==> config.mk <==
export PLATFORM = sky130hd
export DESIGN_NAME = mii_rmii_bridge
export DESIGN_NICKNAME = d
export VERILOG_FILES = /design/src/rtl/mrb_pkg.sv /design/src/rtl/mrb_rate_gen.sv /design/src/rtl/mrb_tx_ser.sv /design/src/rtl/mrb_rx_deser.sv /design/src/rtl/mii_rmii_bridge.sv
export SDC_FILE = /design/constraint.sdc
export NUM_CORES = 1
export LEC_CHECK = 0
export CAP_MARGIN = 20
export CORE_MARGIN = 4
export CORE_UTILIZATION = 42
export CTS_CLUSTER_DIAMETER = 80
export CTS_CLUSTER_SIZE = 20
export DETAILED_ROUTE_END_ITERATION = 16
export PLACE_DENSITY = 0.8
export SLEW_MARGIN = 20
export SYNTH_ARGS = -nofsm -noshare
export SYNTH_HDL_FRONTEND = slang
export SYNTH_SLANG_ARGS = --single-unit
==> constraint.sdc <==
create_clock -name clk_ref -period 2.2 [get_ports clk_ref]
set_clock_uncertainty 0.1 [all_clocks]
set_input_delay 0.44 -clock clk_ref [delete_from_list [all_inputs] [get_ports clk_ref]]
set_output_delay 0.44 -clock clk_ref [all_outputs]
set_load 0.05 [all_outputs]
==> src/rtl/mrb_pkg.sv <==
package mrb_pkg;
  typedef enum logic [1:0] {
    RX_IDLE    = 2'd0,
    RX_NEED_LO = 2'd1,
    RX_HAVE_LO = 2'd2
  } rx_state_e;

  localparam logic [1:0] PREAMBLE_DIBIT = 2'b01;
endpackage

==> src/rtl/mrb_rate_gen.sv <==
module mrb_rate_gen #(
  parameter int SLOW_DIV = 10
) (
  input  logic clk,
  input  logic rst_ni,
  input  logic speed_100,
  output logic dibit_tick,
  output logic dibit_phase,
  output logic nib_ce
);
  localparam int CW = (SLOW_DIV > 2) ? $clog2(SLOW_DIV) : 1;
  localparam logic [CW-1:0] SLOW_LAST = CW'(SLOW_DIV - 1);

  logic [CW-1:0] cnt_q, cnt_d;
  logic          phase_q, phase_d;
  logic [CW-1:0] last_cnt;

  assign last_cnt   = speed_100 ? '0 : SLOW_LAST;
  assign dibit_tick = (cnt_q >= last_cnt);

  always_comb begin
    cnt_d   = dibit_tick ? '0 : cnt_q + 1'b1;
    phase_d = dibit_tick ? ~phase_q : phase_q;
  end

  always_ff @(posedge clk or negedge rst_ni) begin
    if (!rst_ni) begin
      cnt_q   <= '0;
      phase_q <= 1'b0;
    end else begin
      cnt_q   <= cnt_d;
      phase_q <= phase_d;
    end
  end

  assign dibit_phase = phase_q;
  assign nib_ce      = dibit_tick & phase_q;

  AST_CE_SPACING: assert property (@(posedge clk) disable iff (!rst_ni)
    nib_ce |=> !nib_ce) else $error("nib_ce on back-to-back cycles");
endmodule

==> src/rtl/mrb_tx_ser.sv <==
module mrb_tx_ser (
  input  logic       clk,
  input  logic       rst_ni,
  input  logic       nib_ce,
  input  logic       dibit_phase,
  input  logic [3:0] txd_in,
  input  logic       tx_en_in,
  output logic [1:0] dibit_out,
  output logic       en_out
);
  logic [3:0] nib_q, nib_d;
  logic       en_q, en_d;

  always_comb begin
    nib_d = nib_q;
    en_d  = en_q;
    if (nib_ce) begin
      nib_d = txd_in;
      en_d  = tx_en_in;
    end
  end

  always_ff @(posedge clk or negedge rst_ni) begin
    if (!rst_ni) begin
      nib_q <= '0;
      en_q  <= 1'b0;
    end else begin
      nib_q <= nib_d;
      en_q  <= en_d;
    end
  end

  assign dibit_out = dibit_phase ? nib_q[3:2] : nib_q[1:0];
  assign en_out    = en_q;

  AST_TX_EN_HOLD: assert property (@(posedge clk) disable iff (!rst_ni)
    !nib_ce |=> $stable(en_out)) else $error("tx enable moved off a nibble edge");
endmodule

==> src/rtl/mrb_rx_deser.sv <==
module mrb_rx_deser
  import mrb_pkg::*;
(
  input  logic       clk,
  input  logic       rst_ni,
  input  logic       dibit_tick,
  input  logic [1:0] rxd,
  input  logic       crs_dv,
  input  logic       rx_er,
  output logic [3:0] nib_out,
  output logic       dv_out,
  output logic       crs_out,
  output logic       er_out
);
  rx_state_e  st_q, st_d;
  logic [1:0] lo_q, lo_d;
  logic       lo_er_q, lo_er_d;
  logic       lo_low_q, lo_low_d;
  logic [3:0] nib_q, nib_d;
  logic       dv_q, dv_d, crs_q, crs_d, er_q, er_d;

  always_comb begin
    st_d     = st_q;
    lo_d     = lo_q;
    lo_er_d  = lo_er_q;
    lo_low_d = lo_low_q;
    nib_d    = nib_q;
    dv_d     = dv_q;
    crs_d    = crs_q;
    er_d     = er_q;
    if (dibit_tick) begin
      case (st_q)
        RX_IDLE: begin
          crs_d = crs_dv;
          if (crs_dv && rxd == PREAMBLE_DIBIT) begin
            lo_d     = rxd;
            lo_er_d  = rx_er;
            lo_low_d = 1'b0;
            st_d     = RX_HAVE_LO;
          end
        end
        RX_NEED_LO: begin
          lo_d     = rxd;
          lo_er_d  = rx_er;
          lo_low_d = ~crs_dv;
          if (!crs_dv) crs_d = 1'b0;
          st_d     = RX_HAVE_LO;
        end
        RX_HAVE_LO: begin
          if (lo_low_q && !crs_dv) begin
            st_d  = RX_IDLE;
            dv_d  = 1'b0;
            crs_d = 1'b0;
            er_d  = 1'b0;
            nib_d = '0;
          end else begin
            nib_d = {rxd, lo_q};
            dv_d  = 1'b1;
            er_d  = lo_er_q | rx_er;
            st_d  = RX_NEED_LO;
          end
        end
        default: st_d = RX_IDLE;
      endcase
    end
  end

  always_ff @(posedge clk or negedge rst_ni) begin
    if (!rst_ni) begin
      st_q     <= RX_IDLE;
      lo_q     <= '0;
      lo_er_q  <= 1'b0;
      lo_low_q <= 1'b0;
      nib_q    <= '0;
      dv_q     <= 1'b0;
      crs_q    <= 1'b0;
      er_q     <= 1'b0;
    end else begin
      st_q     <= st_d;
      lo_q     <= lo_d;
      lo_er_q  <= lo_er_d;
      lo_low_q <= lo_low_d;
      nib_q    <= nib_d;
      dv_q     <= dv_d;
      crs_q    <= crs_d;
      er_q     <= er_d;
    end
  end

  assign nib_out = nib_q;
  assign dv_out  = dv_q;
  assign crs_out = crs_q;
  assign er_out  = er_q;

  AST_RX_SAMPLE_ONLY_ON_TICK: assert property (@(posedge clk) disable iff (!rst_ni)
    !dibit_tick |=> ($stable(dv_out) && $stable(nib_out))) else $error("rx moved between ticks");
  AST_DV_RISE_WITH_CRS: assert property (@(posedge clk) disable iff (!rst_ni)
    $rose(dv_out) |-> crs_out) else $error("valid rose without carrier");
  AST_END_CLEARS: assert property (@(posedge clk) disable iff (!rst_ni)
    $fell(dv_out) |-> (!crs_out && nib_out == 4'd0 && !er_out)) else $error("frame end left state");
endmodule

==> src/rtl/mii_rmii_bridge.sv <==
module mii_rmii_bridge #(
  parameter int SLOW_DIV = 10
) (
  input  logic       clk_ref,
  input  logic       rst_n,
  input  logic       rmii_sel,
  input  logic       speed_100,
  output logic       nib_ce,
  input  logic [3:0] mac_txd,
  input  logic       mac_tx_en,
  input  logic       mac_tx_er,
  output logic [3:0] mac_rxd,
  output logic       mac_rx_dv,
  output logic       mac_crs,
  output logic       mac_col,
  output logic       mac_rx_er,
  output logic [3:0] mii_txd,
  output logic       mii_tx_en,
  output logic       mii_tx_er,
  input  logic [3:0] mii_rxd,
  input  logic       mii_rx_dv,
  input  logic       mii_crs,
  input  logic       mii_col,
  input  logic       mii_rx_er,
  output logic [1:0] rmii_txd,
  output logic       rmii_tx_en,
  input  logic [1:0] rmii_rxd,
  input  logic       rmii_crs_dv,
  input  logic       rmii_rx_er
);
  logic       rst_s1_q, rst_s2_q;
  logic       dibit_tick, dibit_phase, ce;
  logic [1:0] ser_dibit;
  logic       ser_en;
  logic [3:0] des_nib;
  logic       des_dv, des_crs, des_er;

  always_ff @(posedge clk_ref or negedge rst_n) begin
    if (!rst_n) begin
      rst_s1_q <= 1'b0;
      rst_s2_q <= 1'b0;
    end else begin
      rst_s1_q <= 1'b1;
      rst_s2_q <= rst_s1_q;
    end
  end

  mrb_rate_gen #(.SLOW_DIV(SLOW_DIV)) u_rate (
    .clk(clk_ref), .rst_ni(rst_s2_q), .speed_100(speed_100),
    .dibit_tick(dibit_tick), .dibit_phase(dibit_phase), .nib_ce(ce)
  );

  mrb_tx_ser u_tx (
    .clk(clk_ref), .rst_ni(rst_s2_q), .nib_ce(ce), .dibit_phase(dibit_phase),
    .txd_in(mac_txd), .tx_en_in(mac_tx_en), .dibit_out(ser_dibit), .en_out(ser_en)
  );

  mrb_rx_deser u_rx (
    .clk(clk_ref), .rst_ni(rst_s2_q), .dibit_tick(dibit_tick),
    .rxd(rmii_rxd), .crs_dv(rmii_crs_dv), .rx_er(rmii_rx_er),
    .nib_out(des_nib), .dv_out(des_dv), .crs_out(des_crs), .er_out(des_er)
  );

  assign nib_ce = ce;

  always_comb begin
    if (rmii_sel) begin
      mac_rxd    = des_nib;
      mac_rx_dv  = des_dv;
      mac_crs    = des_crs;
      mac_col    = 1'b0;
      mac_rx_er  = des_er;
      mii_txd    = '0;
      mii_tx_en  = 1'b0;
      mii_tx_er  = 1'b0;
      rmii_txd   = ser_dibit;
      rmii_tx_en = ser_en;
    end else begin
      mac_rxd    = mii_rxd;
      mac_rx_dv  = mii_rx_dv;
      mac_crs    = mii_crs;
      mac_col    = mii_col;
      mac_rx_er  = mii_rx_er;
      mii_txd    = mac_txd;
      mii_tx_en  = mac_tx_en;
      mii_tx_er  = mac_tx_er;
      rmii_txd   = '0;
      rmii_tx_en = 1'b0;
    end
  end

  AST_TX_EN_BETWEEN_NIBBLES: assert property (@(posedge clk_ref) disable iff (!rst_s2_q)
    (rmii_sel && $stable(rmii_sel) && !$past(nib_ce)) |-> $stable(rmii_tx_en))
    else $error("rmii tx enable changed inside a nibble");
endmodule

==> impl_metrics.json <==
{
  "path_class": "reg -> out",
  "r2r_start": "u_rate.cnt_q[0]",
  "utilization_pct": 67.4,
  "avgSynthCellArea_sq_um": 11.4,
  "drive_above_1_share_pct": 37.8,
  "grt_pass1_vias": 1065,
  "wl_mm": 3.08,
  "synth_compound_area_share_pct": 8.34,
  "cp_slowest_cell": "or4b_4",
  "synth_edf_count": 0,
  "grt_usage_pct": 15.1,
  "critPathLaunchType": "flop",
  "wl_per_cell_um": 14.2,
  "num_antenna_cells": 0,
  "crit_buf_inv": 3,
  "die_x_um": 64.4,
  "hold_ws_ns": 0.171,
  "rsz0062_at_grt": "true",
  "die_y_um": 64.4,
  "syn-cell-area_sq_um": 1340,
  "tritoncts": "built",
  "reg2reg_to": "u_tx.nib_q[3]",
  "postLayoutSetupSlackWorst_ns": -0.320,
  "worst_pin_slew_ns": 0.923,
  "crit_path_end_kind": "output port",
  "ys_top_cells_by_count": "dfrtp_1, mux2_2, nor2b_1",
  "synth_top_family_by_area": "multiplexers",
  "final_nets": 203,
  "finalMaxSlewViolations": 0,
  "ys.flop_type": "dfrtp_1",
  "yosysTopAreaCellShare_pct": 46.9,
  "io_buffers": 39,
  "muxShareOfSynthArea_pct": 16.7,
  "cts-root-buf": "clkbuf_4",
  "max_freq_ghz": 0.397,
  "cellPowerDensity_nw_per_um2": 1110,
  "min_path_type": "in -> async",
  "place_area_sq_um": 1970,
  "ys_ff_latch": 25,
  "drt-initial-drc-count": 20,
  "hold_buffers": 0,
  "status": "finished, violations left",
  "yosysUniqueCellTypes": 30,
  "viasPerCell": 4.81,
  "path_cells": "inv_2, ha_4, or4b_4, a21o_1, nand2_4, clkinvlp_4, buf_8",
  "clock_latency_ns": 0.31,
  "hold_violations": 0,
  "fin_area_sq_um": 2060,
  "cp.arrival_ns": 1.98,
  "required_ns": 1.66,
  "setup_viol": 1,
  "clk_path_buf_depth": 2,
  "violations": "negative setup slack",
  "place_congestion": 0.779,
  "cpPeakStageDelay_ns": 0.48,
  "dp_hpwl_mm": 2.41,
  "ys_async_sr_fraction_pct": 100,
  "yosysWarnings": 0,
  "area.growth.synth_to_final_pct": 54.1,
  "start_util_pct": 43.7,
  "critical-path-top-delay-family": "simple AND/OR/NAND/NOR gates",
  "synthSimpleGateAreaFrac_pct": 15.7,
  "clk_pin_slew_ns": 0.12,
  "ant_nets": 0,
  "synth_cells": 117,
  "syn_nets": 147,
  "rrSetupSlack_ns": 0.04,
  "clock_sinks": 25,
  "power_leakage_uw": 0.000959,
  "ir_drop_mv": 0.659,
  "r2r_cells": 8,
  "synthAdderAreaFrac_pct": 7.50,
  "pre_cts_ws_ns": -0.605,
  "grt-ovfl-total": 0,
  "drcViolationCount": 0,
  "yosysTopAreaCell": "dfrtp_1",
  "rows": 20,
  "grt_pass1_wl_mm": 4.84,
  "coreArea_sq_um": 3050,
  "grt_max_degree": 24,
  "drv_cap": 0,
  "design.die.area_sq_um": 4140,
  "cts_made_buffers": 3,
  "fin_crit_ns": 2.52,
  "critical_path.max_fanout": 2,
  "synthTopCellsByArea": "dfrtp_1, mux2_2, ha_1, nor2b_1, o21ai_0",
  "antenna_found_initial": 0,
  "synth-xor-area-share_pct": 1.97,
  "synth_most_common_cell": "dfrtp_1",
  "relSlewSlack_pct": 38.5,
  "setup-tns-final_ns": -0.320,
  "fin_crit_sh_pct": 115,
  "seq_area_frac_synth_pct": 46.9,
  "vias": 1040,
  "first_pass_iters": 6,
  "num_io_pins": 40,
  "cts_max_level": 1
}
worst max-delay path by stage:
| stage | start | to | depth (start not counted) |
|---|---|---|---|
| final | u_rate.cnt_q[0] | nib_ce | 7 |
| after global routing | u_rate.cnt_q[0] | nib_ce | 7 |
| after CTS | u_rate.cnt_q[0] | nib_ce | 7 |
| after detailed placement | speed_100 | nib_ce | 8 |
| after global placement | speed_100 | nib_ce | 8 |
| after floorplan | u_rate.cnt_q[0] | nib_ce | 6 |
per-stage QoR:
step | total power (uW) | std cells
detailed placement | 2030 | 208
global placement | 1960 | 208
CTS | 2250 | 213
global route | 2440 | 216
floorplan | 1580 | 117
finish | 2290 | 216
metal layers:
layer | GRT usage [%] | part of all wire, %
met5 | 0 | 0
met4 | 5.54 | 1.1
met3 | 1.76 | 2.3
met2 | 28.2 | 56
met1 | 17.5 | 41
worst reg2reg max path, cell delays in order (launching register included):
cell     delay [ns]
dfrtp_1        0.41
inv_2          0.07
ha_4           0.19
or4b_4         0.48
a21o_1         0.21
nand2_4        0.08
buf_4          0.11
buf_6          0.12
mux2_4         0.30
layout make-up:
class | count | area [sq um]
repair buffers | 54 | 606
clock buffers | 4 | 26.3
inverters | 6 | 28.8
multi-input cells | 83 | 716
fillers | 236 | 996
well taps | 44 | 55.1
flip-flops and latches | 25 | 626
cells by family after synthesis:
kind of cell	after synthesis
buf+inv	9
mux	19
other cells	1
flops	25
compound gates	15
fa+ha+maj	8
xor+xnor	3
simple gates	37
layout by cell type, fill, tap and decap left out, types with 2 or more instances in the layout:
master           netlist  final
mux2_4                 3      8
nor2_1                 4      4
dfrtp_1               25     25
nor2b_2                0      2
nand2_1               10     10
nand2b_1               2      2
ha_1                   8      7
and2_1                 2      2
buf_12                 0     11
mux2i_1                2      2
o21ai_0                9      9
mux2_2                14      9
clkbuf_4               0      3
buf_4                  0     20
a21o_1                 2      2
xnor2_1                2      2
clkdlybuf4s50_1        0     20
nor2b_1               11      9
inv_1                  6      3
sequential cells by signal (all words and copies together), names as in the netlist, 2 cells and up:
name	count
u_rx.nib_out	4
u_tx.nib_q	4
u_rate.cnt_q	4
u_rx.st_q	2
u_rx.lo_q	2
power breakdown:
group          internal [uW]  total, uW  switching [uW]
Sequential               650        798             148
Combinational            654       1300             642
Clock                   70.8        199             128
repair_timing:
action,CTS,global route
setup endpoints to repair,19,8
gates cloned,0,0
resized for setup,3,6
pin swaps,3,1
buffers inserted,2,3
No activity file was read; power rests on OpenSTA's default activity.
